**config.mk**
```make
export PLATFORM = sky130hd
export DESIGN_NAME = wide_write_collector
export DESIGN_NICKNAME = d
export VERILOG_FILES = /design/src/rtl/wcol_pkg.sv /design/src/rtl/wcol_decode.sv /design/src/rtl/wcol_policy.sv /design/src/rtl/wcol_lane_bank.sv /design/src/rtl/wcol_commit.sv /design/src/rtl/wide_write_collector.sv
export SDC_FILE = /design/constraint.sdc
export NUM_CORES = 1
export LEC_CHECK = 0
export BUFFER_PORTS_ARGS = -buffer_cell sky130_fd_sc_hd__buf_4
export CORE_UTILIZATION = 43
export DETAILED_ROUTE_END_ITERATION = 10
export PLACE_DENSITY_LB_ADDON = 0.3
export SETUP_SLACK_MARGIN = 0.4
export SLEW_MARGIN = 5
export SYNTH_ARGS = -nofsm -noshare
export SYNTH_HDL_FRONTEND = slang
export SYNTH_SLANG_ARGS = --single-unit
```
**constraint.sdc**
```tcl
create_clock -name clk -period 4.1 [get_ports clk]
set_input_delay 0.41 -clock clk [delete_from_list [all_inputs] [get_ports clk]]
set_output_delay 0.41 -clock clk [all_outputs]
set_load 0.01 [all_outputs]
```
**src/rtl/wcol_pkg.sv**
```systemverilog
// Shared types for the wide write collector.
// Assumes one host dword write per clock at most.
package wcol_pkg;

    // Class of a host write after address decode.
    typedef enum logic [2:0] {
        WK_REG      = 3'd0,  // lane of an ordinary wide register
        WK_SRAM     = 3'd1,  // lane of an SRAM word
        WK_DESC_LO  = 3'd2,  // lower lane of a descriptor pointer
        WK_DESC_TOP = 3'd3,  // top lane of a descriptor pointer
        WK_TIMER    = 3'd4   // page-0 timer command, clears the collector
    } wkind_t;

    // Actions chosen by the policy for the current cycle.
    typedef struct packed {
        logic store;      // add lane to the current collection
        logic restart;    // begin a new collection with this lane only
        logic clear;      // empty the collector at the end of the cycle
        logic fire_reg;   // issue a register commit
        logic fire_sram;  // issue an SRAM commit
        logic desc_full;  // descriptor commit carries held low lanes
    } wact_t;

endpackage

```
**src/rtl/wcol_decode.sv**
```systemverilog
// Address decoder: classifies a host byte address and derives its lane
// and aligned target base. Pure combinational logic.
// Assumes the SRAM window lies above all paged registers.
module wcol_decode
    import wcol_pkg::*;
#(
    parameter int          ADDR_W     = 20,
    parameter int          DWORD_W    = 32,
    parameter int          REG_LANES  = 4,
    parameter int          SRAM_LANES = 2,
    parameter int          PAGE_SHIFT = 13,
    parameter int unsigned SRAM_BASE  = 32'h8_0000,
    parameter int unsigned DESC_A_OFS = 32'h830,
    parameter int unsigned DESC_B_OFS = 32'hA10,
    parameter int unsigned TIMER_OFS  = 32'h420,
    localparam int LANE_W = $clog2(REG_LANES)
) (
    input  logic [ADDR_W-1:0] addr,
    output wkind_t            kind,
    output logic [LANE_W-1:0] lane,
    output logic [ADDR_W-1:0] base
);
    localparam int DW_LSB   = $clog2(DWORD_W / 8);
    localparam int ROW_LSB  = $clog2(REG_LANES * DWORD_W / 8);
    localparam int SRAM_LSB = $clog2(SRAM_LANES * DWORD_W / 8);
    localparam int ROW_W    = PAGE_SHIFT - ROW_LSB;
    localparam int TW_W     = ADDR_W - DW_LSB;

    localparam logic [ROW_W-1:0]  DA_ROW     = ROW_W'(DESC_A_OFS >> ROW_LSB);
    localparam logic [ROW_W-1:0]  DB_ROW     = ROW_W'(DESC_B_OFS >> ROW_LSB);
    localparam logic [TW_W-1:0]   TIMER_WORD = TW_W'(TIMER_OFS >> DW_LSB);
    localparam logic [ADDR_W-1:0] SRAM_LIM   = ADDR_W'(SRAM_BASE);
    localparam logic [LANE_W-1:0] TOP_LANE   = LANE_W'(REG_LANES - 1);

    logic in_sram;
    logic is_desc;
    logic is_timer;

    // Region and special-address detection.
    always_comb begin
        in_sram  = addr >= SRAM_LIM;
        is_desc  = !in_sram && ((addr[PAGE_SHIFT-1:ROW_LSB] == DA_ROW) ||
                                (addr[PAGE_SHIFT-1:ROW_LSB] == DB_ROW));
        is_timer = addr[ADDR_W-1:DW_LSB] == TIMER_WORD;
    end

    // Lane index and aligned base for the target region.
    always_comb begin
        if (in_sram) begin
            lane = LANE_W'(addr[SRAM_LSB-1:DW_LSB]);
            base = {addr[ADDR_W-1:SRAM_LSB], SRAM_LSB'(0)};
        end else begin
            lane = addr[ROW_LSB-1:DW_LSB];
            base = {addr[ADDR_W-1:ROW_LSB], ROW_LSB'(0)};
        end
    end

    // Kind selection; the timer word takes priority over all other decodes.
    always_comb begin
        if (is_timer)               kind = WK_TIMER;
        else if (in_sram)           kind = WK_SRAM;
        else if (is_desc)           kind = (lane == TOP_LANE) ? WK_DESC_TOP : WK_DESC_LO;
        else                        kind = WK_REG;
    end

endmodule

```
**src/rtl/wcol_policy.sv**
```systemverilog
// Collection policy: decides per cycle whether the write is stored,
// restarts collection, is dropped, clears, or completes a commit.
// Pure combinational logic. Assumes at most one write per cycle.
module wcol_policy
    import wcol_pkg::*;
#(
    parameter int REG_LANES  = 4,
    parameter int SRAM_LANES = 2,
    localparam int LANE_W = $clog2(REG_LANES)
) (
    input  logic                 wr,
    input  wkind_t               kind,
    input  logic [LANE_W-1:0]    lane,
    input  logic [REG_LANES-1:0] mask,
    input  logic                 same,
    output wact_t                act
);
    localparam logic [REG_LANES-1:0] REG_FULL  = '1;
    localparam logic [REG_LANES-1:0] SRAM_FULL = REG_LANES'((1 << SRAM_LANES) - 1);
    localparam logic [REG_LANES-1:0] LOW_FULL  = REG_FULL >> 1;

    logic                 busy;
    logic                 hit;
    logic [REG_LANES-1:0] lane_bit;
    logic [REG_LANES-1:0] after;
    logic [REG_LANES-1:0] need;

    // Occupancy terms and the lane mask after a store or restart.
    always_comb begin
        busy     = |mask;
        hit      = busy && same;
        lane_bit = REG_LANES'(1) << lane;
        after    = (hit ? mask : '0) | lane_bit;
        need     = (kind == WK_SRAM) ? SRAM_FULL : REG_FULL;
    end

    // Action selection by kind.
    always_comb begin
        act = '0;
        if (wr) begin
            unique case (kind)
                WK_TIMER: begin
                    act.clear = 1'b1;
                end
                WK_DESC_TOP: begin
                    act.fire_reg  = 1'b1;
                    act.clear     = 1'b1;
                    act.desc_full = hit && ((mask & LOW_FULL) == LOW_FULL);
                end
                WK_DESC_LO: begin
                    // dropped while another target is held
                    act.store   = hit;
                    act.restart = !busy;
                end
                default: begin
                    act.store   = hit;
                    act.restart = !hit;
                    if (after == need) begin
                        act.clear     = 1'b1;
                        act.fire_reg  = (kind == WK_REG);
                        act.fire_sram = (kind == WK_SRAM);
                    end
                end
            endcase
        end
    end

endmodule

```
**src/rtl/wcol_lane_bank.sv**
```systemverilog
// Lane storage: one data register and one valid bit per dword lane.
// A restart keeps only the written lane valid; clear wins over set.
module wcol_lane_bank #(
    parameter int LANES  = 4,
    parameter int LANE_W = 32,
    localparam int IDX_W = $clog2(LANES)
) (
    input  logic                    clk,
    input  logic                    rst_n,
    input  logic                    store,
    input  logic                    restart,
    input  logic                    clear,
    input  logic [IDX_W-1:0]        lane,
    input  logic [LANE_W-1:0]       wdata,
    output logic [LANES-1:0]        mask,
    output logic [LANES*LANE_W-1:0] held
);
    logic [LANES-1:0] lane_bit;
    logic             take;

    // Decoded lane select and write enable.
    always_comb begin
        lane_bit = LANES'(1) << lane;
        take     = store || restart;
    end

    // Valid mask update.
    always_ff @(posedge clk) begin
        if (!rst_n)       mask <= '0;
        else if (clear)   mask <= '0;
        else if (restart) mask <= lane_bit;
        else if (store)   mask <= mask | lane_bit;
    end

    for (genvar g = 0; g < LANES; g++) begin : g_lane
        // Data register of one lane.
        always_ff @(posedge clk) begin
            if (!rst_n)                    held[g*LANE_W +: LANE_W] <= '0;
            else if (take && lane_bit[g])  held[g*LANE_W +: LANE_W] <= wdata;
        end
    end

endmodule

```
**src/rtl/wcol_commit.sv**
```systemverilog
// Commit output stage: registers both commit ports so each strobe is
// high for exactly one cycle after the deciding write.
module wcol_commit #(
    parameter int ADDR_W = 20,
    parameter int REG_W  = 128,
    parameter int SRAM_W = 64
) (
    input  logic              clk,
    input  logic              rst_n,
    input  logic              fire_reg,
    input  logic              fire_sram,
    input  logic [ADDR_W-1:0] addr,
    input  logic [REG_W-1:0]  reg_data,
    input  logic [SRAM_W-1:0] sram_data,
    output logic              reg_valid,
    output logic [ADDR_W-1:0] reg_addr,
    output logic [REG_W-1:0]  reg_q,
    output logic              sram_valid,
    output logic [ADDR_W-1:0] sram_addr,
    output logic [SRAM_W-1:0] sram_q
);
    // Register-port strobe.
    always_ff @(posedge clk) begin
        if (!rst_n) reg_valid <= 1'b0;
        else        reg_valid <= fire_reg;
    end

    // Register-port address and data, loaded only on a commit.
    always_ff @(posedge clk) begin
        if (!rst_n) begin
            reg_addr <= '0;
            reg_q    <= '0;
        end else if (fire_reg) begin
            reg_addr <= addr;
            reg_q    <= reg_data;
        end
    end

    // SRAM-port strobe.
    always_ff @(posedge clk) begin
        if (!rst_n) sram_valid <= 1'b0;
        else        sram_valid <= fire_sram;
    end

    // SRAM-port address and data, loaded only on a commit.
    always_ff @(posedge clk) begin
        if (!rst_n) begin
            sram_addr <= '0;
            sram_q    <= '0;
        end else if (fire_sram) begin
            sram_addr <= addr;
            sram_q    <= sram_data;
        end
    end

endmodule

```
**src/rtl/wide_write_collector.sv**
```systemverilog
// Wide register write collector (top).
// Gathers 32-bit host writes into one shared collector and issues atomic
// 128-bit register or 64-bit SRAM commits. Descriptor-pointer registers
// commit on their top dword; a page-0 timer word clears the collector.
// Assumes one host write per cycle at most and dword-aligned addresses.
module wide_write_collector
    import wcol_pkg::*;
#(
    parameter int          ADDR_W     = 20,
    parameter int          DWORD_W    = 32,
    parameter int          REG_LANES  = 4,
    parameter int          SRAM_LANES = 2,
    parameter int          PAGE_SHIFT = 13,
    parameter int unsigned SRAM_BASE  = 32'h8_0000,
    parameter int unsigned DESC_A_OFS = 32'h830,
    parameter int unsigned DESC_B_OFS = 32'hA10,
    parameter int unsigned TIMER_OFS  = 32'h420,
    localparam int REG_W  = REG_LANES * DWORD_W,
    localparam int SRAM_W = SRAM_LANES * DWORD_W
) (
    input  logic              clk,
    input  logic              rst_n,
    input  logic              host_wr,
    input  logic [ADDR_W-1:0] host_addr,
    input  logic [DWORD_W-1:0] host_data,
    output logic              reg_commit_valid,
    output logic [ADDR_W-1:0] reg_commit_addr,
    output logic [REG_W-1:0]  reg_commit_data,
    output logic              sram_commit_valid,
    output logic [ADDR_W-1:0] sram_commit_addr,
    output logic [SRAM_W-1:0] sram_commit_data
);
    localparam int LANE_W = $clog2(REG_LANES);
    localparam int LOW_W  = REG_W - DWORD_W;

    wkind_t              dec_kind;
    logic [LANE_W-1:0]   dec_lane;
    logic [ADDR_W-1:0]   dec_base;
    logic [REG_LANES-1:0] lane_mask;
    logic [REG_W-1:0]    lane_held;
    logic [REG_W-1:0]    merged;
    logic [REG_W-1:0]    reg_next;
    logic [ADDR_W-1:0]   tag_base;
    logic                tag_sram;
    logic                tag_same;
    wact_t               act;

    wcol_decode #(
        .ADDR_W(ADDR_W), .DWORD_W(DWORD_W), .REG_LANES(REG_LANES),
        .SRAM_LANES(SRAM_LANES), .PAGE_SHIFT(PAGE_SHIFT), .SRAM_BASE(SRAM_BASE),
        .DESC_A_OFS(DESC_A_OFS), .DESC_B_OFS(DESC_B_OFS), .TIMER_OFS(TIMER_OFS)
    ) u_decode (
        .addr(host_addr),
        .kind(dec_kind),
        .lane(dec_lane),
        .base(dec_base)
    );

    // Whether the decoded target matches the held target tag.
    always_comb begin
        tag_same = (tag_base == dec_base) && (tag_sram == (dec_kind == WK_SRAM));
    end

    wcol_policy #(
        .REG_LANES(REG_LANES), .SRAM_LANES(SRAM_LANES)
    ) u_policy (
        .wr(host_wr),
        .kind(dec_kind),
        .lane(dec_lane),
        .mask(lane_mask),
        .same(tag_same),
        .act(act)
    );

    // Target tag: base address and region of the current collection.
    always_ff @(posedge clk) begin
        if (!rst_n) begin
            tag_base <= '0;
            tag_sram <= 1'b0;
        end else if (act.restart) begin
            tag_base <= dec_base;
            tag_sram <= (dec_kind == WK_SRAM);
        end
    end

    wcol_lane_bank #(
        .LANES(REG_LANES), .LANE_W(DWORD_W)
    ) u_lanes (
        .clk(clk),
        .rst_n(rst_n),
        .store(act.store),
        .restart(act.restart),
        .clear(act.clear),
        .lane(dec_lane),
        .wdata(host_data),
        .mask(lane_mask),
        .held(lane_held)
    );

    // Held lanes with the current write's lane substituted.
    always_comb begin
        merged = lane_held;
        merged[dec_lane*DWORD_W +: DWORD_W] = host_data;
    end

    // Register commit data: a partial descriptor commit zeroes its low lanes.
    always_comb begin
        if (dec_kind == WK_DESC_TOP && !act.desc_full)
            reg_next = {host_data, LOW_W'(0)};
        else
            reg_next = merged;
    end

    wcol_commit #(
        .ADDR_W(ADDR_W), .REG_W(REG_W), .SRAM_W(SRAM_W)
    ) u_commit (
        .clk(clk),
        .rst_n(rst_n),
        .fire_reg(act.fire_reg),
        .fire_sram(act.fire_sram),
        .addr(dec_base),
        .reg_data(reg_next),
        .sram_data(merged[SRAM_W-1:0]),
        .reg_valid(reg_commit_valid),
        .reg_addr(reg_commit_addr),
        .reg_q(reg_commit_data),
        .sram_valid(sram_commit_valid),
        .sram_addr(sram_commit_addr),
        .sram_q(sram_commit_data)
    );

endmodule

```
==> results by group <==
STA
  – Final hold vios: 0
  – F_max: 0.3221 GHz
  – Pins over their slew limit: 0
  – Unrepaired setup endpoints after global routing: false
  – Setup WS post-layout: slightly below 1 ns
  – Setup TNS: 0 ns
  – Setup Skew: 0.01886 ns
  – Slew @ Worst Pin: just over 0.8 ns
  – Final Setup Violations: 0
  – Final min period: a little over 3 ns
  – Tcrit/Tclk final: 75.73%
  – Rel. slew slack: 45.06%

Routing
  – DRT iter0 DRCs: 793
  – Detail Route Antenna Nets: 0
  – Total wire length after detailed routing: ~47 mm
  – DRC viols: 0
  – DR vias: about 14000
  – Pre-antenna DRT Iters: 6
  – Via-to-Cell Ratio: 5.240
  – WL per Instance: 17.67 um

Final layout
  – Share of cells above drive strength 1: 18.85%
  – Final Non-Filler Cells: around 2700
  – N_diodes: 0
  – Area Overhead vs Synth: 23.44%
  – Final net count: 2180

Setup path
  – Critical path's slowest cell: a41o_4
  – Setup crit end: u_commit.reg_q[115]
  – Crit path from: tag_base[5]
  – CP arrival: 3.57 ns
  – Delay-heaviest family, CP: simple AND/OR/NAND/NOR gates
  – R2r worst-path depth: 8
  – Crit-path cells: xnor2_1, nand4_1, nor4_4, a41o_4, nor2b_2, buf_12, a22oi_1, a211oi_1
  – Slowest stage delay, CP: 0.65 ns
  – R2R setup slack: 0.99 ns
  – WP depth: 8
  – Worst Setup Start Kind: flop
  – Buf/Inv on CP: 1
  – Worst-path maximum fanout: 44
  – FF-to-FF Start: tag_base[5]
  – Required @ worst endpoint: 4.56 ns
  – Crit. End Element: flop
  – Reg2reg end: u_commit.reg_q[115]
  – WS Path Type: flop to flop

CTS
  – Total CTS buffers: 43
  – PostCTS Resize Cnt: 0
  – H-tree depth: 2
  – Cts hold-fix bufs: 0
  – Maximum root-to-sink buffer count: 3
  – CTS tree: built
  – Worst-path clk slew: 0.06 ns
  – Clock insertion delay at the later pin of the skew report: 0.56 ns
  – Post-CTS Setup Bufs: 0
  – Sink count of the clock tree: 378
  – Clk root buf: clkbuf_16

Global route
  – Antenna violations before repair: 0
  – First-pass GRT wire length: 73.24 mm
  – Largest net degree at the start of global routing: 147
  – Congestion Overflow GR: 0
  – Vias in the first global route: 13106
  – GRT Util Overall: between 20% and 30%

Floorplan
  – Die footprint: 0.03873 mm^2
  – FP Rows: 70
  – Num ports: 289
  – Initial Util: 44.15%
  – Die Height: 196.8 um
  – Die W: 196.8 um
  – Core area: 0.03696 mm^2

Synthesis
  – Synth unique cells: 49
  – Ys async rst share: 0%
  – Synth Instances: 1958
  – Post-synth top flop: dfxtp_1
  – Synthesized area: 0.01632 mm^2
  – Number of synthesized flops with an enable pin: 0
  – Post-synthesis average cell area: between 8 and 9 um^2
  – Register area share after synthesis: 46.37%
  – Ys Warns: 0
  – #FFs+latches synth: approximately 380

Run status
  – Status: finished clean

Placed design
  – GP Congestion: 0.8202
  – Dpl cells: 2576
  – Post-DP HPWL: 30.74 mm
  – I/O Buffers: 280
  – Dpl ws: 0.6640 ns

Job
  – Max-Cap Viols: 0

Pwr
  – Leak: 0.008464 uW
  – Power per cell area: about 420 mW/mm^2
  – Max IR drop VDD: 0.2809 mV

Worst hold path
  – Worst hold path type: input port to flop
-- kinds of logic after synthesis --
group / count (synthesis) / share of synthesized area (%)
AND/OR/NAND/NOR: 694 / 18.10
flip-flops: 378 / 46.37
AO/OA/AOI/OAI: 317 / 11.64
buffers and inverters: 303 / 7.621
multiplexers: 240 / 14.72
XOR/XNOR: 17 / 0.9123
adder cells (fa/ha/maj): 8 / 0.6134
other: 1 / 0.02298
-- metal layers --
metal	up-vias	GRT usage [%]	wire, um
met4	0	9.877	1628
met3	92	4.517	2536
li1	6845	-	-
met1	6588	29.63	20160
met2	371	40.87	22540
met5	-	0	0
-- stage by stage --
step	area [um^2]	hold slack, ns	util, %	total power [uW]
3_5_place_dp	18640	0.4413	50.44	4421
2_1_floorplan	16340	0.4368	-	4225
6_report	20140	0.1262	54.50	8385
4_1_cts	20140	0.1001	54.50	8477
5_1_grt	20140	0.1232	54.50	8665
3_3_place_gp	18640	0.4350	50.44	4406
-- final cells by class --
type                            count  area (um^2)
Fill cell                        3431        16820
Multi-Input combinational cell   1282         7632
Sequential cell                   378         7567
Timing Repair Buffer              311         2430
Clock buffer                       62         1290
Tap cell                          504        630.6
Inverter                          101        384.1
Clock inverter                     14        210.2
-- synthesized netlist by cell type (4+ instances only) --
master    instances  area share [%]
a211oi_1         64             2.9
a21oi_1          39             1.2
a22oi_1          32             1.5
and3_1            4            0.15
buf_1            15            0.34
buf_2            28            0.86
buf_4             9            0.41
buf_6             5            0.34
clkbuf_1        145             3.3
dfxtp_1         378              46
ha_1              8            0.61
inv_1           101             2.3
mux2i_1         240              15
nand2_1         363             8.3
nand3_1         163             5.0
nand4_1           4            0.15
nor2_1          134             3.1
nor3b_1           4            0.18
nor4_1            4            0.15
o21ai_0         161             4.9
xnor2_1          16            0.86
-- how the worst min path moves through the flow --
| stage | from | end | slack (ns) | cells after the start |
|---|---|---|---|---|
| finish | host_addr[7] | u_commit.sram_addr[7] | 0.13 | 3 |
| global route | host_addr[17] | u_commit.reg_addr[17] | 0.12 | 3 |
| CTS | host_addr[7] | u_commit.sram_addr[7] | 0.10 | 3 |
| detailed placement | u_commit.sram_addr[19] | u_commit.sram_addr[19] | 0.44 | 2 |
| global placement | u_commit.sram_addr[19] | u_commit.sram_addr[19] | 0.44 | 2 |
| floorplan | u_lanes.held[100] | u_lanes.held[100] | 0.44 | 2 |
-- tightest hold or removal path: stages --
cell and delay [ns]:
buf_4 0.11, mux2i_1 0.06, nor2_1 0.07
-- flip-flops by register name (all words and copies together), names as in the netlist --
signal and count:
u_lanes.held 128, u_commit.sram_addr 17, u_commit.reg_addr 17, tag_base 17, tag_sram 1, u_commit.reg_q 128
u_lanes.mask 4, u_commit.sram_q 64, u_commit.sram_valid 1, u_commit.reg_valid 1
-- cell usage in the layout, fill, tap and decap left out, types with 5 or more instances in the layout --
master | Yosys | layout
clkbuf_16 | 0 | 45
bufinv_16 | 0 | 5
o21ai_0 | 161 | 161
clkbuf_8 | 0 | 10
buf_12 | 0 | 7
nand3_1 | 163 | 163
nand2_1 | 363 | 363
mux2i_1 | 240 | 240
buf_4 | 9 | 303
a211oi_1 | 64 | 64
nor2_1 | 134 | 132
dfxtp_1 | 378 | 378
xnor2_1 | 16 | 16
ha_1 | 8 | 8
a21oi_1 | 39 | 38
inv_1 | 101 | 100
a22oi_1 | 32 | 32
conb_1 | 1 | 6
clkbuf_1 | 145 | 7
-- report_power, final --
| group | internal, uW | switching [uW] | total, uW |
|---|---|---|---|
| combinational | 195 | 373 | 568 |
| sequential | 3740 | 34.7 | 3770 |
| clock | 2500 | 1550 | 4050 |
Note: power is estimated with default switching activity, not from simulation.
